==> src/rtl/cfgl_pkg.sv <==
// Shared types and constants for the configuration loader.
// Assumes an 8-bit configuration byte in every mode.
package cfgl_pkg;

    localparam int unsigned BYTE_W = 8;

    // Transfer mode codes as seen on mode_i
    typedef enum logic [1:0] {
        MODE_SER = 2'd0,
        MODE_PAR = 2'd1,
        MODE_SEC = 2'd2,
        MODE_BAD = 2'd3
    } cfg_mode_e;

    // Sequencer states
    typedef enum logic [2:0] {
        ST_IDLE,
        ST_RST,
        ST_SETUP,
        ST_FETCH,
        ST_LO,
        ST_HI,
        ST_FIN_LO,
        ST_DONE_WAIT
    } cfg_state_e;

    // Clock pulses issued for one byte in each mode
    localparam int unsigned PULSES_SER = 8;
    localparam int unsigned PULSES_PAR = 1;
    localparam int unsigned PULSES_SEC = 4;

endpackage

==> src/rtl/cfgl_delay.sv <==
// Down-counter shared by every timed interval of the loader.
// A load of value N makes done_o true during the Nth cycle that follows,
// so a state that waits for done_o lasts exactly N cycles (N >= 1).
module cfgl_delay #(
    parameter int unsigned W = 16
) (
    input  logic         clk,
    input  logic         rst_n,
    input  logic         load_i,
    input  logic [W-1:0] val_i,
    output logic         done_o
);

    logic [W-1:0] cnt_q;

    // Load a new interval or count the current one down to zero
    always_ff @(posedge clk) begin
        if (!rst_n) begin
            cnt_q <= '0;
        end else if (load_i) begin
            cnt_q <= val_i;
        end else if (cnt_q != '0) begin
            cnt_q <= cnt_q - 1'b1;
        end
    end

    // The interval ends when one cycle or less is left
    assign done_o = (cnt_q <= W'(1));

endmodule

==> src/rtl/cfgl_byte_path.sv <==
// Holds the byte being sent and presents it on the device data bus.
// In serial mode the byte shifts right and only bit 0 of the bus is used.
// In the other modes the whole byte is held and shift requests are ignored.
module cfgl_byte_path
    import cfgl_pkg::*;
#(
    parameter int unsigned DW = BYTE_W
) (
    input  logic          clk,
    input  logic          rst_n,
    input  logic          load_i,
    input  logic [DW-1:0] byte_i,
    input  logic          serial_i,
    input  logic          shift_i,
    output logic [DW-1:0] data_o
);

    logic [DW-1:0] sh_q;
    logic          ser_q;

    // Capture a new byte, or move to the next serial bit
    always_ff @(posedge clk) begin
        if (!rst_n) begin
            sh_q  <= '0;
            ser_q <= 1'b0;
        end else if (load_i) begin
            sh_q  <= byte_i;
            ser_q <= serial_i;
        end else if (shift_i && ser_q) begin
            sh_q  <= {1'b0, sh_q[DW-1:1]};
        end
    end

    // Build the bus: in serial mode only lane 0 carries data
    for (genvar g = 0; g < DW; g++) begin : g_lane
        if (g == 0) begin : g_lsb
            assign data_o[g] = sh_q[g];
        end else begin : g_upper
            assign data_o[g] = ser_q ? 1'b0 : sh_q[g];
        end
    end

endmodule

==> src/rtl/fpga_cfg_loader.sv <==
// Sequencer for a passive configuration load of a downstream device.
// Order of a load: reset pulse, setup wait, then for each byte a status
// check, fetch and clock pulses, then one trailing edge and the completion check.
// Assumes start_i is one cycle long and all delays are at least one cycle.
module fpga_cfg_loader
    import cfgl_pkg::*;
#(
    parameter int unsigned CNT_W     = 24,
    parameter int unsigned CLK_DIV   = 4,
    parameter int unsigned RST_CYC   = 250,
    parameter int unsigned SETUP_CYC = 5000,
    parameter int unsigned DONE_CYC  = 5000
) (
    input  logic              clk,
    input  logic              rst_n,
    input  logic              start_i,
    input  logic [1:0]        mode_i,
    input  logic [CNT_W-1:0]  byte_count_i,
    input  logic [7:0]        s_data_i,
    input  logic              s_valid_i,
    output logic              s_ready_o,
    output logic              busy_o,
    output logic              success_o,
    output logic              error_o,
    output logic [CNT_W-1:0]  sent_count_o,
    output logic              ncfg_o,
    output logic              dclk_o,
    output logic [7:0]        data_o,
    input  logic              nstatus_i,
    input  logic              conf_done_i
);

    localparam int unsigned MAX_A = (RST_CYC > SETUP_CYC) ? RST_CYC : SETUP_CYC;
    localparam int unsigned MAX_B = (DONE_CYC > CLK_DIV) ? DONE_CYC : CLK_DIV;
    localparam int unsigned MAX_V = (MAX_A > MAX_B) ? MAX_A : MAX_B;
    localparam int unsigned TW    = $clog2(MAX_V + 1);
    localparam int unsigned PW    = 4;

    cfg_state_e       st_q, st_n;
    cfg_mode_e        mode_q;
    logic [CNT_W-1:0] total_q;
    logic [CNT_W-1:0] sent_q;
    logic [PW-1:0]    pulses_q;
    logic             ncfg_q, dclk_q, ok_q, err_q;

    logic             tmr_load, tmr_done;
    logic [TW-1:0]    tmr_val;
    logic             bp_load, bp_shift;
    logic             start_ok, take_start, abort_now, finish_now;

    // Pulse count for one byte in the latched mode
    function automatic logic [PW-1:0] pulses_for(input cfg_mode_e m);
        case (m)
            MODE_SER: pulses_for = PW'(PULSES_SER);
            MODE_SEC: pulses_for = PW'(PULSES_SEC);
            default:  pulses_for = PW'(PULSES_PAR);
        endcase
    endfunction

    cfgl_delay #(.W(TW)) u_delay (
        .clk    (clk),
        .rst_n  (rst_n),
        .load_i (tmr_load),
        .val_i  (tmr_val),
        .done_o (tmr_done)
    );

    cfgl_byte_path #(.DW(BYTE_W)) u_path (
        .clk      (clk),
        .rst_n    (rst_n),
        .load_i   (bp_load),
        .byte_i   (s_data_i),
        .serial_i (mode_q == MODE_SER),
        .shift_i  (bp_shift),
        .data_o   (data_o)
    );

    // A request is usable when it names a real mode and a non-empty load
    assign start_ok   = (byte_count_i != '0) && (cfg_mode_e'(mode_i) != MODE_BAD);
    assign take_start = (st_q == ST_IDLE) && start_i;
    assign abort_now  = (st_q == ST_FETCH) && !nstatus_i;
    assign finish_now = (st_q == ST_DONE_WAIT) && tmr_done;

    // Next state, interval loads and byte-path controls
    always_comb begin
        st_n     = st_q;
        tmr_load = 1'b0;
        tmr_val  = '0;
        bp_load  = 1'b0;
        bp_shift = 1'b0;
        case (st_q)
            ST_IDLE: begin
                if (start_i && start_ok) begin
                    st_n     = ST_RST;
                    tmr_load = 1'b1;
                    tmr_val  = TW'(RST_CYC);
                end
            end
            ST_RST: begin
                if (tmr_done) begin
                    st_n     = ST_SETUP;
                    tmr_load = 1'b1;
                    tmr_val  = TW'(SETUP_CYC);
                end
            end
            ST_SETUP: begin
                if (tmr_done) st_n = ST_FETCH;
            end
            ST_FETCH: begin
                if (!nstatus_i) begin
                    st_n = ST_IDLE;
                end else if (s_valid_i) begin
                    st_n     = ST_LO;
                    tmr_load = 1'b1;
                    tmr_val  = TW'(CLK_DIV);
                    bp_load  = 1'b1;
                end
            end
            ST_LO: begin
                if (tmr_done) begin
                    st_n     = ST_HI;
                    tmr_load = 1'b1;
                    tmr_val  = TW'(CLK_DIV);
                end
            end
            ST_HI: begin
                if (tmr_done) begin
                    if (pulses_q > PW'(1)) begin
                        st_n     = ST_LO;
                        tmr_load = 1'b1;
                        tmr_val  = TW'(CLK_DIV);
                        bp_shift = 1'b1;
                    end else if (sent_q == total_q) begin
                        st_n     = ST_FIN_LO;
                        tmr_load = 1'b1;
                        tmr_val  = TW'(CLK_DIV);
                    end else begin
                        st_n = ST_FETCH;
                    end
                end
            end
            ST_FIN_LO: begin
                if (tmr_done) begin
                    st_n     = ST_DONE_WAIT;
                    tmr_load = 1'b1;
                    tmr_val  = TW'(DONE_CYC);
                end
            end
            ST_DONE_WAIT: begin
                if (tmr_done) st_n = ST_IDLE;
            end
            default: st_n = ST_IDLE;
        endcase
    end

    // State, device lines and per-load bookkeeping
    always_ff @(posedge clk) begin
        if (!rst_n) begin
            st_q     <= ST_IDLE;
            mode_q   <= MODE_SER;
            total_q  <= '0;
            sent_q   <= '0;
            pulses_q <= '0;
            ncfg_q   <= 1'b1;
            dclk_q   <= 1'b0;
        end else begin
            st_q   <= st_n;
            ncfg_q <= (st_n != ST_RST);
            dclk_q <= (st_n == ST_HI) || (st_n == ST_DONE_WAIT);
            if (take_start && start_ok) begin
                mode_q  <= cfg_mode_e'(mode_i);
                total_q <= byte_count_i;
                sent_q  <= '0;
            end
            if (bp_load) begin
                sent_q   <= sent_q + 1'b1;
                pulses_q <= pulses_for(mode_q);
            end else if (st_q == ST_HI && tmr_done) begin
                pulses_q <= pulses_q - 1'b1;
            end
        end
    end

    // Result flags: cleared by a taken start, set by rejection, abort or the final check
    always_ff @(posedge clk) begin
        if (!rst_n) begin
            ok_q  <= 1'b0;
            err_q <= 1'b0;
        end else if (take_start) begin
            ok_q  <= 1'b0;
            err_q <= !start_ok;
        end else if (abort_now) begin
            ok_q  <= 1'b0;
            err_q <= 1'b1;
        end else if (finish_now) begin
            ok_q  <= conf_done_i;
            err_q <= !conf_done_i;
        end
    end

    assign s_ready_o    = (st_q == ST_FETCH) && nstatus_i;
    assign busy_o       = (st_q != ST_IDLE);
    assign success_o    = ok_q;
    assign error_o      = err_q;
    assign sent_count_o = sent_q;
    assign ncfg_o       = ncfg_q;
    assign dclk_o       = dclk_q;

endmodule

==> config.mk <==
export PLATFORM = sky130hd
export DESIGN_NAME = fpga_cfg_loader
export DESIGN_NICKNAME = d
export VERILOG_FILES = /design/src/rtl/cfgl_pkg.sv /design/src/rtl/cfgl_delay.sv /design/src/rtl/cfgl_byte_path.sv /design/src/rtl/fpga_cfg_loader.sv
export SDC_FILE = /design/constraint.sdc
export NUM_CORES = 1
export LEC_CHECK = 0
export BUFFER_PORTS_ARGS = -buffer_cell sky130_fd_sc_hd__buf_4
export CORE_MARGIN = 4
export CORE_UTILIZATION = 40
export DETAILED_ROUTE_END_ITERATION = 12
export PLACE_DENSITY = 0.69
export SETUP_SLACK_MARGIN = 0.05
export SLEW_MARGIN = 20
export SYNTH_ARGS = -nofsm -noshare
export SYNTH_HDL_FRONTEND = slang
export SYNTH_HIERARCHICAL = 1
export SYNTH_SLANG_ARGS = --single-unit
==> constraint.sdc <==
create_clock -name clk -period 3.6 [get_ports clk]
set_clock_uncertainty 0.05 [all_clocks]
set_input_delay 0.36 -clock clk [delete_from_list [all_inputs] [get_ports clk]]
set_output_delay 0.36 -clock clk [all_outputs]
set_load 0.02 [all_outputs]
==> results of run 1 <==
-- state kept, by name, summed over array words and instances, names as in the netlist --
signal,count
u_delay/cnt_q,13
error_o,1
sent_count_o,24
ncfg_o,1
st_q,3
mode_q,2
u_path/ser_q,1
u_path/sh_q,8
dclk_o,1
total_q,24
pulses_q,4
success_o,1
-- logic make-up after synthesis --
kind of cell | Yosys count | share of synthesized area (%)
AND/OR/NAND/NOR | 204 | 25.7
AO/OA/AOI/OAI | 114 | 16.5
flip-flops | 83 | 37.9
buffers and inverters | 39 | 3.99
XOR/XNOR | 33 | 6.59
multiplexers | 33 | 7.53
adder cells (fa/ha/maj) | 6 | 1.71
other | 1 | 0.0855
-- how the worst max path moves through the flow --
| stage | from | end | slack (ns) | cells past startpoint |
|---|---|---|---|---|
| 6_report | u_delay/cnt_q[7] | u_delay/cnt_q[10] | 0.46 | 10 |
| 2_1_floorplan | u_delay/cnt_q[7] | u_delay/cnt_q[0] | 0.55 | 12 |
| 5_1_grt | u_delay/cnt_q[7] | u_delay/cnt_q[12] | 0.19 | 10 |
| 4_1_cts | u_delay/cnt_q[7] | u_delay/cnt_q[10] | 0.43 | 10 |
| 3_5_place_dp | u_delay/cnt_q[7] | u_delay/cnt_q[10] | 0.46 | 10 |
| 3_3_place_gp | u_delay/cnt_q[7] | u_delay/cnt_q[10] | 0.57 | 10 |
-- final cells by class --
class | count | area share, %
Clock buffer | 10 | 2.42
Sequential cell | 83 | 31.6
Inverter | 15 | 1.07
Tap cell | 136 | 3.23
Multi-Input combinational cell | 393 | 48.7
Timing Repair Buffer | 84 | 12.0
Clock inverter | 5 | 1.05
-- power by group --
group | internal [mW] | switching, mW
sequential | 1.01 | 0.106
clock | 0.315 | 0.333
combinational | 0.335 | 0.421
total | 1.66 | 0.860
-- critical path: stages, from the launching register on --
cell	delay, ns
dfxtp_1	0.38
or4_4	0.60
nor2_1	0.11
nand3_1	0.07
nor3_1	0.18
buf_4	0.19
a21boi_0	0.18
a2bb2oi_1	0.41
clkinv_1	0.51
o21ai_0	0.29
a31oi_1	0.06
-- per-stage QoR --
stage	hold WS, ns	cell area (um^2)
after CTS	0.178	5270
after global routing	0.201	5270
after global placement	0.400	5080
after detailed placement	0.403	5080
final	0.193	5270
after floorplan	0.397	4390
-- metal layers --
metal  vias to the layer above  share of wire (%)  track usage (%)
met5                         -                  0                0
met4                         0                2.8             7.45
met3                        22                7.3             5.61
met2                       126                 47             30.0
met1                      1886                 42             22.4
li1                       1984                  -                -
-- placed cells by master, fill, tap and decap left out, types with 11 or more instances in the layout --
master,Yosys,final
nand2_1,36,36
a21oi_1,41,41
o21ai_0,21,21
mux2i_1,33,33
xnor2_1,32,32
nand4_1,11,11
dfxtp_1,83,83
inv_1,13,13
nor2_1,57,57
nand3_1,22,22
buf_4,2,84
-- synthesized netlist by cell type (all sizes together), types with 2 or more instances --
| master | number | area, um^2 |
|---|---|---|
| or4 | 3 | 26.3 |
| o211ai | 9 | 72.6 |
| and2b | 7 | 61.3 |
| o31ai | 3 | 22.5 |
| a311oi | 5 | 43.8 |
| o21a | 4 | 30.0 |
| or3b | 2 | 17.5 |
| o221a | 2 | 22.5 |
| a211oi | 6 | 50.1 |
| nor2b | 5 | 31.3 |
| buf | 8 | 57.6 |
| nand2 | 37 | 155 |
| a21oi | 41 | 205 |
| dfxtp | 83 | 1660 |
| and2 | 3 | 18.8 |
| nand4 | 11 | 68.8 |
| or3 | 9 | 57.6 |
| mux2i | 33 | 330 |
| clkbuf | 16 | 61.3 |
| nor2 | 57 | 214 |
| xnor2 | 32 | 280 |
| nand2b | 4 | 25.0 |
| and3 | 9 | 56.3 |
| o21ai | 22 | 110 |
| nand3 | 24 | 130 |
| nor3 | 9 | 50.1 |
| nor4 | 13 | 124 |
| a21boi | 2 | 15.0 |
| nor3b | 2 | 15.0 |
| or2 | 7 | 43.8 |
| ha | 6 | 75.1 |
| inv | 14 | 52.6 |
| a31oi | 9 | 56.3 |
==> impl_metrics.py, run 1 <==
metrics = {
    "status": {
        "outcome": "finished clean",
    },
    "route": {
        "vias": 4018,
        "drc": 0,
        "wl_per_cell_um": 15.9,
        "initialDrtViolationCount": 203,
        "wl_mm": 11.6,
        "ant_nets": 0,
        "vias_per_cell": 5.53,
        "firstDrtPassIters": 5,
    },
    "power": {
        "pwr_density_cell_mw_per_mm2": 478,
        "peakVddDrop_uv": 359,
        "p_leak_nw": 2.17,
        "p_total_mw": 2.52,
    },
    "clocking": {
        "post_cts_buffers": 0,
        "cts_buffer_depth": 2,
        "htreeDepth": 3,
        "root_buffer": "clkbuf_8",
        "cts_tree": "done",
        "cts_hold_buffers": 0,
        "numCtsBuffers": 9,
        "clkTransAtPathRegs_ns": 0.09,
        "cts_sinks": 83,
        "clkLatencyLatePin_ns": 0.36,
        "cts_resized": 0,
    },
    "setup_path": {
        "critical_path_peak_fanout": 18,
        "r2r-start": "u_delay/cnt_q[7]",
        "reg2reg_depth": 10,
        "r2r_slack_ns": 0.46,
        "critPathKind": "reg2reg",
        "arrival_ns": 3.32,
        "cp.required_ns": 3.78,
        "crit_path_end_kind": "flip-flop",
        "rr_endpoint": "u_delay/cnt_q[10]",
        "critPathLaunchType": "flip-flop",
    },
    "sta": {
        "fin_crit_sh_pct": 87.3,
        "setup_viol": 0,
        "fmax_ghz": 0.318,
        "hold_viol": 0,
        "worst_slack_ns": 0.456,
        "fin_crit_ns": 3.14,
        "rsz0062_at_grt": "false",
        "slew_viol_final": 0,
        "worstMarginPinSlew_ns": 0.707,
        "slew_headroom_pct": 52.8,
        "finalSetupTns_ns": 0,
    },
    "floorplanning": {
        "dieArea_mm2": 0.0127,
        "ioPinCount": 78,
        "die_w_um": 113,
        "die_h_um": 113,
        "placementRows": 37,
        "core_mm2": 0.0105,
        "initial_core_util_pct": 41.7,
    },
    "yosys": {
        "synth_ff_type": "dfxtp_1",
        "ys_seq_area_share_pct": 37.9,
        "synth_edf_count": 0,
        "syn_area_per_cell_um2": 8.55,
        "synthArstFlopShare_pct": 0,
        "synth.distinct_cells": 65,
        "syn-cell-area_mm2": 0.00439,
        "ys_seq_elements": 83,
        "yosys_warnings": 6,
        "synthCells": 513,
    },
    "placed_design": {
        "port_buffers": 77,
        "hpwl_mm": 8.74,
        "dpl_worst_slack_ns": 0.462,
        "dp_cells": 711,
        "place.gp.congestion": 0.906,
    },
    "worst_hold_path": {
        "min_to": "total_q[21]",
        "hold_path_depth": 3,
        "min_from": "byte_count_i[21]",
        "hp-class": "in2reg",
    },
    "cells_and_area": {
        "nFillCells": 1033,
        "seqCellArea_mm2": 0.00166,
        "area_growth_pct": 20.1,
        "fin_util_pct": 50.1,
        "instances_no_fill": 726,
        "antenna_cells": 0,
        "multi_input_area_mm2": 0.00256,
        "drive_gt1_share_pct": 22.0,
        "nets": 632,
    },
    "global_routing": {
        "grt_overflow": 0,
        "grt_max_degree": 45,
        "antenna_found_initial": 0,
        "first_global_vias": 3947,
        "grt_usage_pct": 18.3,
        "grt_pass1_wl_mm": 19.1,
    },
    "job": {
        "drv_cap": 0,
    },
}
No activity file was read; power rests on OpenSTA's default activity.
==> run 2: changes to the inputs <==
Settings changed: CTS_BUF_LIST from default to sky130_fd_sc_hd__clkbuf_8.
==> run 2 against run 1 <==
Against the previous run:
- maximum frequency unchanged
- via count about the same
- sequential power about the same
- worst hold slack about the same
- power down 0.11%
- cell area unchanged
- utilization unchanged
- flip-flop and latch count unchanged
==> impl_metrics.py, run 2 (synthesized netlist as in run 1, its figures left out) <==
metrics = {
    "sta": {
        "slew_viol_final": 0,
        "fmax_ghz": 0.318,
        "setup_viol": 0,
        "slew_headroom_pct": 53.1,
        "worstMarginPinSlew_ns": 0.702,
        "rsz0062_at_grt": "false",
        "fin_crit_sh_pct": 87.3,
        "finalSetupTns_ns": 0,
        "hold_viol": 0,
        "fin_crit_ns": 3.14,
    },
    "floorplanning": {
        "placementRows": 37,
        "initial_core_util_pct": 41.7,
        "dieArea_mm2": 0.0127,
        "die_w_um": 113,
        "ioPinCount": 78,
        "die_h_um": 113,
        "core_mm2": 0.0105,
    },
    "cells_and_area": {
        "mostFrequentLayoutCell": "buf_4",
        "nets": 632,
        "drive_gt1_share_pct": 22.0,
        "area_growth_pct": 20.1,
        "instances_no_fill": 726,
        "antenna_cells": 0,
        "layout_common_cells": "buf_4, dfxtp_1, nor2_1",
    },
    "power": {
        "pwr_density_cell_mw_per_mm2": 478,
        "p_sw_share_pct": 34.2,
        "p_clk_share_pct": 25.6,
        "cell_internal_pwr_mw": 1.66,
        "p_leak_nw": 2.17,
        "p_total_mw": 2.52,
        "pwr-share-seq_pct": 44.3,
        "peakVddDrop_uv": 359,
        "combPwrFrac_pct": 30.0,
        "p_switching_mw": 0.860,
    },
    "placed_design": {
        "port_buffers": 77,
        "hpwl_mm": 8.74,
        "place.gp.congestion": 0.906,
        "dp_cells": 711,
    },
    "global_routing": {
        "grt_overflow": 0,
        "first_global_vias": 3947,
        "antenna_found_initial": 0,
        "grt_usage_pct": 18.3,
        "grt_max_degree": 45,
        "grt_pass1_wl_mm": 19.1,
    },
    "clocking": {
        "cts_tree": "done",
        "cts_buffer_depth": 2,
        "cts_resized": 0,
        "numCtsBuffers": 9,
        "post_cts_buffers": 0,
        "cts_sinks": 83,
        "clkLatencyLatePin_ns": 0.36,
        "clkTransAtPathRegs_ns": 0.09,
        "cts_hold_buffers": 0,
        "htreeDepth": 3,
        "root_buffer": "clkbuf_8",
    },
    "setup_path": {
        "critPathKind": "reg2reg",
        "cp.required_ns": 3.78,
        "crit_path_end_kind": "flip-flop",
        "r2r-start": "u_delay/cnt_q[7]",
        "critPathLaunchType": "flip-flop",
        "critical_path_peak_fanout": 18,
        "reg2reg_depth": 10,
        "arrival_ns": 3.32,
        "crit_path_start": "u_delay/cnt_q[7]",
    },
    "worst_hold_path": {
        "min_from": "byte_count_i[21]",
        "hold_path_depth": 3,
        "hp-class": "in2reg",
    },
    "route": {
        "wl_mm": 11.6,
        "initialDrtViolationCount": 203,
        "drc": 0,
        "wl_per_cell_um": 15.9,
        "ant_nets": 0,
        "vias": 4021,
        "vias_per_cell": 5.54,
        "firstDrtPassIters": 5,
    },
    "job": {
        "drv_cap": 0,
    },
    "status": {
        "outcome": "finished clean",
    },
}
==> run 2: cell count changes in the layout (fill, tap and decap cells not counted), sizes merged <==
| cell | previous run | this run |
|---|---|---|
| clkbuf | 10 | 9 |
| inv | 14 | 15 |
==> run 2: per-stage QoR <==
stage	worst slack, ns	hold WS, ns	utilization [%]	area, um^2
after CTS	0.434	0.178	50.1	5270
final	0.456	0.193	50.1	5270
after global placement	0.575	0.400	48.4	5080
after detailed placement	0.462	0.403	48.4	5080
after global routing	0.191	0.201	50.1	5270
after floorplan	0.552	0.397	-	4390
==> run 2: path summary, 6_finish.rpt <==
kind | to | slack (ns)
setup reg to reg | u_delay/cnt_q[10] | 0.46
setup / recovery | u_delay/cnt_q[10] | 0.46
hold reg to reg | success_o | 0.42
hold / removal | total_q[21] | 0.19
==> run 2: layer usage <==
| layer | GRT usage [%] | part of all wire (%) | wire (um) | vias up |
|---|---|---|---|---|
| met5 | 0 | 0 | 0 | - |
| met4 | 7.45 | 2.8 | 324 | 0 |
| met3 | 5.61 | 7.4 | 860 | 22 |
| met2 | 30.0 | 47 | 5480 | 129 |
| met1 | 22.4 | 42 | 4910 | 1885 |
| li1 | - | - | - | 1985 |
==> run 2: cell type report <==
cell class                      instances  area, um^2
Clock inverter                          6        58.8
Clock buffer                            9         124
Timing Repair Buffer                   84         631
Sequential cell                        83        1660
Multi-Input combinational cell        393        2560
Inverter                               15        56.3
Tap cell                              136         170
Fill cell                            1033        5240
==> run 2: critical path, stage by stage (launching register included) <==
cell       delay, ns
dfxtp_1         0.38
or4_4           0.60
nor2_1          0.11
nand3_1         0.07
nor3_1          0.18
buf_4           0.19
a21boi_0        0.18
a2bb2oi_1       0.41
clkinv_1        0.51
o21ai_0         0.29
a31oi_1         0.06
==> run 2: power by group through the flow <==
| stage | Clock, mW | Sequential [mW] | Combinational (mW) |
|---|---|---|---|
| 6_report | 0.645 | 1.12 | 0.756 |
| 5_1_grt | 0.701 | 1.13 | 0.842 |
| 4_1_cts | 0.670 | 1.11 | 0.757 |
| 3_5_place_dp | 0 | 1.14 | 0.750 |
| 3_3_place_gp | 0 | 1.13 | 0.740 |
| 2_1_floorplan | 0 | 1.11 | 0.590 |
==> run 3: changes to the inputs <==
Settings changed: ABC_AREA from default to 1, BUFFER_PORTS_ARGS -buffer_cell sky130_fd_sc_hd__buf_4 to default, CORE_MARGIN 4 to 3, DONT_BUFFER_PORTS from default to 1, PLACE_DENSITY 0.69 to 0.63.
==> run 3 against run 2 <==
Against the previous run:
- non-clock buffer count shrank 80
- flip-flop and latch count stayed put
- largest cell class unchanged
- critical endpoint is now u_delay/cnt_q[11]
- synthesized area increased by 10%
- via count is 16% higher
- die area is 6.1% higher
==> impl_metrics.py, run 3 <==
metrics = {
    "cells_and_area": {
        "area_growth_pct": 5.29,
        "nets": 795,
        "layout_common_cells": "nand2_1, inv_1, nor2_1, dfxtp_1, a21oi_1",
        "drive_gt1_share_pct": 8.22,
        "antenna_cells": 0,
        "mostFrequentLayoutCell": "nand2_1",
    },
    "clocking": {
        "htreeDepth": 3,
        "cts_sinks": 83,
        "numCtsBuffers": 9,
        "cts_hold_buffers": 0,
        "root_buffer": "clkbuf_8",
        "post_cts_buffers": 0,
        "clkTransAtPathRegs_ns": 0.08,
        "cts_buffer_depth": 2,
        "cts_tree": "done",
        "clkLatencyLatePin_ns": 0.36,
        "cts_resized": 0,
    },
    "floorplanning": {
        "dieArea_mm2": 0.0135,
        "die_w_um": 116,
        "die_h_um": 116,
        "core_mm2": 0.0116,
        "initial_core_util_pct": 41.7,
        "placementRows": 39,
        "ioPinCount": 78,
    },
    "power": {
        "p_leak_nw": 2.12,
        "peakVddDrop_uv": 256,
        "pwr_density_cell_mw_per_mm2": 574,
        "p_total_mw": 2.93,
    },
    "placed_design": {
        "place.gp.congestion": 0.851,
        "port_buffers": 0,
        "dpl_worst_slack_ns": 0.779,
        "hpwl_mm": 9.19,
    },
    "setup_path": {
        "critPathLaunchType": "flip-flop",
        "critPathKind": "reg2reg",
        "cp.required_ns": 3.85,
        "crit_path_end_kind": "flip-flop",
        "arrival_ns": 3.10,
        "critical_path_peak_fanout": 20,
    },
    "yosys": {
        "syn-cell-area_mm2": 0.00485,
        "syn_area_per_cell_um2": 6.39,
        "yosysTopAreaCell": "dfxtp_1",
        "synth.most_common_cell": "nand2_1",
        "synth.distinct_cells": 42,
        "synth.top_cells.by_count": "nand2_1, inv_1, dfxtp_1, nor2_1, a21oi_1",
        "ys_seq_area_share_pct": 34.3,
        "synth_ff_type": "dfxtp_1",
        "synth_top_area_share_pct": 34.3,
        "ys_seq_elements": 83,
        "yosys-top-cells-area": "dfxtp_1, nand2_1, a21oi_1",
        "synth_edf_count": 0,
        "synthArstFlopShare_pct": 0,
        "synthCells": 758,
        "yosys_warnings": 6,
    },
    "sta": {
        "fin_crit_sh_pct": 79.1,
        "fin_crit_ns": 2.85,
        "finalSetupTns_ns": 0,
        "worstMarginPinSlew_ns": 0.838,
        "hold_viol": 0,
        "slew_headroom_pct": 44.0,
        "rsz0062_at_grt": "false",
        "worst_slack_ns": 0.753,
        "slew_viol_final": 0,
        "worst_hold_slack_ns": 0.0772,
        "setup_viol": 0,
        "fmax_ghz": 0.351,
    },
    "route": {
        "drc": 0,
        "wl_mm": 12.5,
        "wl_per_cell_um": 13.9,
        "vias": 4671,
        "vias_per_cell": 5.21,
        "ant_nets": 0,
        "initialDrtViolationCount": 331,
        "firstDrtPassIters": 5,
    },
    "global_routing": {
        "busiest_layer": "met2",
        "grt_overflow": 0,
        "antenna_found_initial": 0,
        "grt.met2_usage_pct": 32.0,
        "gr-usage-met3_pct": 4.65,
        "grtUsageMet1_pct": 23.5,
        "first_global_vias": 4339,
        "grt_usage_pct": 18.8,
        "grt_pass1_wl_mm": 20.3,
        "grt_max_degree": 75,
    },
    "status": {
        "outcome": "finished clean",
    },
    "job": {
        "drv_cap": 0,
    },
    "worst_hold_path": {
        "hp-class": "in2reg",
    },
}
run 3: changes by cell type after synthesis, moves of 7 or more:
| cell | before | now |
|---|---|---|
| xnor2_1 | 32 | 4 |
| nor2_1 | 57 | 83 |
| and2b_2 | 7 | 0 |
| o21ai_0 | 21 | 38 |
| nand2_1 | 36 | 212 |
| a21oi_1 | 41 | 73 |
| a31oi_1 | 9 | 2 |
| mux2i_1 | 33 | 0 |
| or3_1 | 8 | 0 |
| and3_1 | 9 | 0 |
| nor2_2 | 0 | 7 |
| inv_1 | 13 | 93 |
| nand3_1 | 22 | 52 |
run 3: area by class of cell:
cell class                      count  area, um^2
Fill cell                        1234        6510
Multi-Input combinational cell    550        2650
Sequential cell                    83        1660
Inverter                          101         393
Tap cell                          143         179
Clock buffer                       10         138
Clock inverter                      6        56.3
Timing Repair Buffer                4        30.0
run 3: path summary, 6_finish.rpt:
check	startpoint	to	slack [ns]	depth (start not counted)
max	u_delay/cnt_q[6]	u_delay/cnt_q[11]	0.75	18
min	rst_n	st_q[0]	0.08	2
max reg2reg	u_delay/cnt_q[6]	u_delay/cnt_q[11]	0.75	18
min reg2reg	total_q[11]	total_q[11]	0.42	2
run 3: kinds of logic (layout without fill, tap and decap cells):
family | Yosys count | count (layout) | share of synthesized area [%]
XOR/XNOR | 7 | 7 | 1.27
adder cells (fa/ha/maj) | 6 | 6 | 1.55
AND/OR/NAND/NOR | 406 | 406 | 37.5
flip-flops | 83 | 83 | 34.3
other | 1 | 3 | 0.0774
buffers and inverters | 127 | 121 | 11.4
AO/OA/AOI/OAI | 128 | 128 | 13.9
run 3: layer usage:
layer	wire, um	vias up	share of wire (%)
met3	873	24	7.0
met2	6000	139	48
met5	0	-	0
li1	-	2398	-
met4	252	0	2.0
met1	5340	2110	43
run 3: power by group:
group          leakage (nW)  switching, mW  internal [mW]
logic                  1.34          0.727          0.363
clock network         0.103          0.345          0.334
registers             0.677          0.110           1.05
run 3: stage by stage:
step                area (um^2)  utilization, %  cells
floorplan                  4850               -    760
global placement           4910            42.3    881
detailed placement         4910            42.3    881
CTS                        5100            43.9    897
global route               5100            43.9    897
finish                     5100            43.9    897
run 3: critical path: stages (launching register included):
cell and delay [ns]:
dfxtp_1 0.34, nor2_1 0.18, nand2_2 0.12, nor2_4 0.13, nand3_1 0.08, a21oi_1 0.21, buf_4 0.19, inv_1 0.08
nor2_2 0.21, nand2_1 0.10, nand4_1 0.24, inv_2 0.24, nand3_4 0.14, nor2_4 0.04, nand2_4 0.11, clkinv_4 0.08
nor2_1 0.10, nand2_1 0.06, nor2_1 0.07
